[src/rtl/dac_wake_pkg.sv]
package dac_wake_pkg;

    typedef enum logic [2:0] {
        PS_OFF     = 3'd0,
        PS_STANDBY = 3'd1,
        PS_STARTUP = 3'd2,
        PS_ACTIVE  = 3'd3,
        PS_CONVERT = 3'd4
    } pwr_state_e;

endpackage

[src/rtl/dac_wake_timer.sv]
module dac_wake_timer #(
    parameter int CNT_W   = 12,
    parameter int FAST_SH = 2
) (
    input  logic             clk,
    input  logic             rst_n,
    input  logic             load,
    input  logic             fast,
    input  logic [CNT_W-1:0] base,
    input  logic             run,
    output logic             last
);

    localparam logic [CNT_W-1:0] ONE = CNT_W'(1);

    logic [CNT_W-1:0] cnt;
    logic [CNT_W-1:0] scaled;
    logic [CNT_W-1:0] load_len;

    always_comb begin
        scaled   = fast ? (base >> FAST_SH) : base;
        load_len = (scaled == '0) ? ONE : scaled;
    end

    always_ff @(posedge clk or negedge rst_n) begin
        if (!rst_n) begin
            cnt <= ONE;
        end else if (load) begin
            cnt <= load_len;
        end else if (run && cnt > ONE) begin
            cnt <= cnt - ONE;
        end
    end

    assign last = (cnt <= ONE);

    // a running count steps down by one and is never reloaded mid-run
    a_r4_count_steps: assert property (@(posedge clk) disable iff (!rst_n)
        (!load && run && cnt > ONE) |=> (cnt == CNT_W'($past(cnt) - ONE)));

    // a freshly loaded length is never zero
    a_r9_len_floor: assert property (@(posedge clk) disable iff (!rst_n)
        load |=> (cnt != '0));

endmodule

[src/rtl/dac_wake_fsm.sv]
module dac_wake_fsm
    import dac_wake_pkg::*;
(
    input  logic       clk,
    input  logic       rst_n,
    input  logic       req,
    input  logic       done,
    input  logic       fast,
    input  logic       t_last,
    output pwr_state_e state,
    output logic       t_load,
    output logic       t_fast,
    output logic       t_run
);

    pwr_state_e nxt;
    pwr_state_e idle_tgt;

    assign idle_tgt = fast ? PS_STANDBY : PS_OFF;

    always_ff @(posedge clk or negedge rst_n) begin
        if (!rst_n) begin
            state <= PS_OFF;
        end else begin
            state <= nxt;
        end
    end

    always_comb begin
        nxt    = state;
        t_load = 1'b0;
        t_fast = 1'b0;
        t_run  = 1'b0;
        unique case (state)
            PS_OFF: begin
                if (req) begin
                    nxt    = PS_STARTUP;
                    t_load = 1'b1;
                end else if (fast) begin
                    nxt = PS_STANDBY;
                end
            end
            PS_STANDBY: begin
                if (req) begin
                    nxt    = PS_STARTUP;
                    t_load = 1'b1;
                    t_fast = 1'b1;
                end else if (!fast) begin
                    nxt = PS_OFF;
                end
            end
            PS_STARTUP: begin
                t_run = 1'b1;
                if (t_last) begin
                    nxt = PS_ACTIVE;
                end
            end
            PS_ACTIVE: begin
                nxt = req ? PS_CONVERT : idle_tgt;
            end
            PS_CONVERT: begin
                if (done && !req) begin
                    nxt = idle_tgt;
                end
            end
            default: nxt = PS_OFF;
        endcase
    end

    // a pending request in either idle state wakes the cell
    a_r2_wake: assert property (@(posedge clk) disable iff (!rst_n)
        ((state == PS_OFF || state == PS_STANDBY) && req) |=> (state == PS_STARTUP));

    // start-up is left only when the timer reports its last cycle
    a_r3_hold_startup: assert property (@(posedge clk) disable iff (!rst_n)
        (state == PS_STARTUP && !t_last) |=> (state == PS_STARTUP));

    // a conversion is never abandoned without its done pulse
    a_r6_hold_convert: assert property (@(posedge clk) disable iff (!rst_n)
        (state == PS_CONVERT && !done) |=> (state == PS_CONVERT));

    // done with more work queued keeps converting
    a_r7_keep_going: assert property (@(posedge clk) disable iff (!rst_n)
        (state == PS_CONVERT && done && req) |=> (state == PS_CONVERT));

    // standby is released when fast wake-up is dropped
    a_r10_release: assert property (@(posedge clk) disable iff (!rst_n)
        (state == PS_STANDBY && !req && !fast) |=> (state == PS_OFF));

endmodule

[src/rtl/dac_wake_outdec.sv]
module dac_wake_outdec
    import dac_wake_pkg::*;
(
    input  pwr_state_e state,
    output logic       pwr_on,
    output logic       bias_keep,
    output logic       conv_en
);

    always_comb begin
        pwr_on    = 1'b0;
        bias_keep = 1'b0;
        conv_en   = 1'b0;
        unique case (state)
            PS_OFF: ;
            PS_STANDBY: bias_keep = 1'b1;
            PS_STARTUP: begin
                pwr_on    = 1'b1;
                bias_keep = 1'b1;
            end
            PS_ACTIVE, PS_CONVERT: begin
                pwr_on    = 1'b1;
                bias_keep = 1'b1;
                conv_en   = 1'b1;
            end
            default: ;
        endcase
    end

endmodule

[src/rtl/dac_wake_seq.sv]
module dac_wake_seq
    import dac_wake_pkg::*;
#(
    parameter int CNT_W = 12
) (
    input  logic             clk,
    input  logic             rst_n,
    input  logic             req_pending,
    input  logic             conv_done,
    input  logic [CNT_W-1:0] startup_cycles,
    input  logic             fast_wake_en,
    output logic             pwr_on,
    output logic             bias_keep,
    output logic             conv_en
);

    localparam int FAST_SH = 2;

    pwr_state_e state;
    logic       t_load;
    logic       t_fast;
    logic       t_run;
    logic       t_last;

    dac_wake_fsm u_fsm (
        .clk    (clk),
        .rst_n  (rst_n),
        .req    (req_pending),
        .done   (conv_done),
        .fast   (fast_wake_en),
        .t_last (t_last),
        .state  (state),
        .t_load (t_load),
        .t_fast (t_fast),
        .t_run  (t_run)
    );

    dac_wake_timer #(
        .CNT_W   (CNT_W),
        .FAST_SH (FAST_SH)
    ) u_timer (
        .clk   (clk),
        .rst_n (rst_n),
        .load  (t_load),
        .fast  (t_fast),
        .base  (startup_cycles),
        .run   (t_run),
        .last  (t_last)
    );

    dac_wake_outdec u_dec (
        .state     (state),
        .pwr_on    (pwr_on),
        .bias_keep (bias_keep),
        .conv_en   (conv_en)
    );

    // full power always comes with bias
    a_r8_bias_under_power: assert property (@(posedge clk) disable iff (!rst_n)
        pwr_on |-> bias_keep);

    // ready with nothing queued drops power-ready on the next edge
    a_r5_abandon: assert property (@(posedge clk) disable iff (!rst_n)
        (state == PS_ACTIVE && !req_pending) |=> !conv_en);

    // done pulses while idle leave the cell idle
    a_r11_done_ignored: assert property (@(posedge clk) disable iff (!rst_n)
        ((state == PS_OFF || state == PS_STANDBY) && !req_pending && conv_done) |=> !pwr_on);

endmodule

[config.mk]
export PLATFORM = sky130hd
export DESIGN_NAME = dac_wake_seq
export DESIGN_NICKNAME = d
export VERILOG_FILES = /design/src/rtl/dac_wake_pkg.sv /design/src/rtl/dac_wake_timer.sv /design/src/rtl/dac_wake_fsm.sv /design/src/rtl/dac_wake_outdec.sv /design/src/rtl/dac_wake_seq.sv
export SDC_FILE = /design/constraint.sdc
export NUM_CORES = 1
export LEC_CHECK = 0
export ABC_AREA = 1
export ABC_CLOCK_PERIOD_IN_PS = 4800
export BUFFER_PORTS_ARGS = -buffer_cell sky130_fd_sc_hd__buf_2
export CAP_MARGIN = 20
export CORE_MARGIN = 3
export CORE_UTILIZATION = 55
export CTS_BUF_LIST = sky130_fd_sc_hd__clkbuf_2
export CTS_CLUSTER_DIAMETER = 30
export DETAILED_ROUTE_END_ITERATION = 7
export GPL_TIMING_DRIVEN = 0
export HOLD_SLACK_MARGIN = 0.08
export PLACE_DENSITY = 0.77
export RECOVER_POWER = 25
export SYNTH_ARGS = -nofsm -noshare
export SYNTH_HDL_FRONTEND = slang
export SYNTH_HIERARCHICAL = 1
export SYNTH_SLANG_ARGS = --single-unit
[constraint.sdc]
create_clock -name clk -period 4.8 [get_ports clk]
set_input_delay 0.72 -clock clk [delete_from_list [all_inputs] [get_ports clk]]
set_output_delay 0.72 -clock clk [all_outputs]
set_load 0.02 [all_outputs]
[Yosys cells after proc, flatten, opt, wreduce, memory -nomap -nowiden]
Index checks and enable logic that the tools add are counted.
Storage, ports and cells
  register bits after elaboration: 15
  input port bits: 17
  output and inout bits: 3
  logic and storage cells: 44
Cells by class
  add/sub/neg operators: 1
  $lt $le $gt $ge: 2
  eq/ne operators: 8
  mux-type cells: 20
  reduce and logical (&&, ||, !) cells: 11
Operators with widths (count)
  $mux 12: 4
  $mux 3: 7
  $pmux 3 s5: 1
  $gt 12x1->1 const B: 1
  $le 12x1->1 const B: 1
  $logic_not 12->1: 1
  $sub 12x1->12 const B: 1
  $mux 1: 8
  $eq 3x2->1 const B: 2
  $ne 3x3->1 const B: 2
  $ne 2x2->1 const B: 2
  $reduce_and 4->1: 1
  $reduce_or 2->1: 2
  $reduce_or 4->1: 1
  $eq 3x1->1 const B: 1
  $eq 3x3->1 const B: 1
  $logic_not 3->1: 1
  $reduce_or 3->1: 1
  $logic_and 1x1->1: 2
  $reduce_bool 2->1: 1
  $logic_not 1->1: 1

[Logic depth before layout (Yosys ltp)]
  depth after elaboration: 6
  gate-level depth with buffers: 14
  depth with buffers taken out: 13

[Cells and area by module]
Netlist, hierarchy kept.
Modules (own cells, without submodules)
  dac_wake_timer: instances 1, cells an instance 195, area an instance 1144.8 um^2, seq. area each 301.5 um^2
  dac_wake_fsm: instances 1, cells an instance 40, area an instance 245.2 um^2, seq. area each 75.1 um^2
  dac_wake_outdec: instances 1, cells an instance 10, area an instance 50.0 um^2, seq. area each 0.0 um^2

[Least setup slack after synthesis]
No wires, ideal clock.
  kind: input -> register
  from: input req_pending
  to: register u_timer.cnt[0]
  library setup time: 0.061 ns
  arrival time: 1.675 ns
  required time: 4.739 ns
  slack: 3.064 ns
  stages on the path: 11
  path buffers: 1
  path through: nand2_1 nor2_1 inv_1 buf_2 o21ai_0 nand2_1 nor2_1 nand3_1 nand2_1 nand2_1 nand2_1
On the way
  cells in the longest elaborated chain, start to end: 6
  elaborated cells between the ends (all ways): 8
  classes of those cells: 6 x mux; 2 x reduce/logical
Ends and longest elaborated chain
  start, declared: RTL line dac_wake_seq.sv:8  | input logic req_pending,
  $mux 1 (*): RTL line dac_wake_fsm.sv:44  | if (req) begin
  $mux 1 (*): RTL line dac_wake_fsm.sv:34  | unique case (state)
  net t_fast: RTL line dac_wake_seq.sv:21  | logic t_fast;
  $mux 12 (*): RTL line dac_wake_timer.sv:21  | scaled = fast ? (base >> FAST_SH) : base;
  $logic_not 12->1: RTL line dac_wake_timer.sv:22  | load_len = (scaled == '0) ? ONE : scaled;
  $mux 12 (*): RTL line dac_wake_timer.sv:22
  $mux 12 (*): RTL line dac_wake_timer.sv:28  | end else if (load) begin
  end signal, assigned: RTL line dac_wake_timer.sv:29  | cnt <= load_len;
  end signal, assigned: RTL line dac_wake_timer.sv:31  | cnt <= cnt - ONE;
  end, declared: RTL line dac_wake_timer.sv:16  | logic [CNT_W-1:0] cnt;
The timed path passes the listed nets; every way through them passes the cells marked *.
A chain may end at the register's enable or synchronous reset.

[Worst setup path in the final report]
  from: register u_fsm.state[1]
  to: output conv_en
On the way
  cells in the longest elaborated chain, start to end: 3
  elaborated cells between the ends (all ways): 4
  classes of those cells: 2 x eq/ne; 1 x mux; 1 x reduce/logical
Ends and longest elaborated chain
  start, declared: RTL line dac_wake_fsm.sv:10  | output pwr_state_e state,
  start signal, assigned: RTL line dac_wake_fsm.sv:25  | state <= nxt;
  $eq 3x2->1 / $eq 3x3->1 (equally long branches): RTL line dac_wake_outdec.sv:14  | unique case (state)
  $reduce_or 2->1 (*)
  $mux 1 (*): RTL line dac_wake_outdec.sv:14
  end, declared: RTL line dac_wake_seq.sv:14  | output logic conv_en
Mark *: on every way between the ends. The rest lies on a longest branch, timed or not.

==> results.cfg <==
[synthesis]
synth_edf_count = 0
yosys.area.top_type_share = 0.243
synthTopCellsByCount = nand2_1, inv_1, nor2_1
syn_area_sq_um = 1440
ys_seq_area_frac = 0.262
yosysMostFrequentCell = nand2_1
syn_nets = 264
async_reset_ff_frac = 1.00
synthTopCellsByArea = dfrtp_1, nand2_1, inv_1
avgSynthCellArea_sq_um = 5.88
synth_top_cell_by_area = dfrtp_1
yosysWarnings = 6
synth-main-ff-cell = dfrtp_1
synthCells = 245
netlist-cell-type-count = 29
ys_seq_elements = 15

[outcome]
status = completed

[clock_network]
cts.repair.resized = 0
cts.htree.levels = 1
cts_tree = yes
path_clk_slew_ps = 150
hold_buffers = 0
worstSkewPairLatency_ps = 300
clockBufferDepth = 2
post_cts_buffers = 0
cts_buffers = 3
cts_root_buf = clkbuf_2
clock_sinks = 15

[floorplan]
start_util = 0.616
core_area_sq_um = 2340
row_count = 17
die_h_um = 57.2
die-area_sq_um = 3270
boundaryPins = 20
die_w_um = 57.2

[timing]
max_freq_ghz = 0.505
hold_viol = 0
tns_ps = 0
max-slew-margin-rel = 0.444
rsz0062_at_grt = false
worst_slew_pin_slew_ps = 834
maxSlewViolCount = 0
setup_viol = 0
period_needed_ps = 1980
fin_crit_sh = 0.412
skew_ps = 5.85

[placement]
gp_congestion = 0.806
port_buffers = 19
dp.cells = 292
post-dp-hpwl_mm = 2.53

[global_routing]
grt_pass1_wl_mm = 5.86
grt_pass1_vias = 1388
track_usage = 0.223
use_met3 = 0.0136
grtUsageMet2 = 0.344
antenna_found_initial = 0
grt_overflow = 0
grt_start_max_net_pins = 16
top_usage_layer = met2
met1_usage = 0.320

[setup_path]
arrival_ps = 1260
critical_path_peak_fanout = 8
rrSetupSlack_ps = 2870
cp-end-kind = output pin
critical_path_class = register to output pin
rr_startpoint = u_fsm/state[1]$_DFFE_PN0P_
start_kind = register
rr_worst_depth = 9
cp_data_required_time_ps = 4080
reg2reg_to = u_timer/cnt[6]$_DFFE_PN0P_

[cells_and_area]
antenna_cells = 0
layout.cells.non_filler = 296
multi_input_area_sq_um = 885
seqCellArea_sq_um = 377
nFillCells = 247
layout.nets = 288
syn_to_final_growth_pct = 10.3
drive_gt1_frac = 0.179

[pwr]
p_per_area_nw_per_um2 = 604
power_leakage_nw = 0.914
ir_worst_vdd_v = 0.000341

[route]
ant_nets = 0
wirelength_mm = 3.16
drtIter0Drc = 71
firstDrtPassIters = 4
num_vias = 1477
drc = 0
vias_per_cell = 4.99
routed_wire_length_per_instance_um = 10.7

[run]
max_cap_violations = 0

[worst_hold_path]
hold_class = input pin to asynchronous set/reset pin
## layout make-up
cell class | count | area share
multi-input combinational | 187 | 0.557
sequential | 15 | 0.237
inverter | 36 | 0.0850
timing repair buffer | 19 | 0.0591
buffer | 7 | 0.0276
tap | 28 | 0.0220
clock buffer | 4 | 0.0126
## kinds of logic (layout without fill, tap and decap cells)
kind of cell,count (synthesis),in the layout,share of synthesized area
simple gates,164,164,0.503
buf+inv,43,66,0.124
compound gates,20,20,0.0877
flops,15,15,0.262
fa+ha+maj,2,2,0.0174
xor+xnor,1,1,0.00608
## worst max path at each step
stage | from | end | slack (ps) | cells after the start
finish | u_fsm/state[1]$_DFFE_PN0P_ | conv_en | 2820 | 4
global placement | req_pending | u_timer/cnt[6]$_DFFE_PN0P_ | 2650 | 9
detailed placement | req_pending | u_timer/cnt[6]$_DFFE_PN0P_ | 2670 | 9
global route | u_fsm/state[1]$_DFFE_PN0P_ | u_timer/cnt[0]$_DFFE_PN1P_ | 2660 | 12
floorplan | req_pending | u_timer/cnt[0]$_DFFE_PN1P_ | 3060 | 11
CTS | u_fsm/state[1]$_DFFE_PN0P_ | conv_en | 2810 | 4
## state kept, by name, indices dropped and copies added (netlist names)
| signal | count |
|---|---|
| u_fsm/state | 3 |
| u_timer/cnt | 12 |
## metal layers
layer  up-vias  share of wire
li1        801              -
met1       634           0.51
met2        37           0.42
met3         5          0.048
met4         0          0.017
met5         -              0
## placed cells by master, fill, tap and decap left out
master and instances:
a21oi_1 2, a21oi_2 1, buf_1 1, buf_2 20
buf_6 2, clkbuf_1 3, clkbuf_2 4, dfrtp_1 14
dfstp_2 1, ha_1 2, inv_1 35, inv_2 1
nand2_1 87, nand2_2 5, nand2_4 2, nand3_1 26
nand3_2 2, nand3b_1 2, nand4_1 3, nor2_1 30
nor2_2 4, nor2_4 1, nor3_1 1, o211ai_1 1
o21ai_0 9, o21ai_1 1, o21ai_2 4, o21bai_1 2
or2_2 1, xnor2_1 1
## report_power, final
group,internal (mW),leakage (nW),switching (mW),total (mW)
Combinational,0.232,0.713,0.398,0.630
Clock,0.0221,0.0166,0.0441,0.0662
Sequential,0.190,0.185,0.0731,0.263
## stage by stage
stage | worst slack (ps) | util | cell area [sq um] | power (mW) | hold slack (ps)
floorplan | 3060 | - | 1440 | 0.762 | 424
global placement | 2650 | 0.671 | 1570 | 0.885 | 501
detailed placement | 2670 | 0.671 | 1570 | 0.896 | 510
CTS | 2810 | 0.680 | 1590 | 0.963 | 291
global route | 2660 | 0.679 | 1590 | 1.08 | 509
finish | 2820 | 0.679 | 1590 | 0.959 | 464
## worst max-delay path, stage by stage, from the launching register on
cell and delay, ps:
dfrtp_1 510, nor2_2 160, nand2_2 80, nand2_1 60, buf_2 160
(Power assumes the default switching activity.)
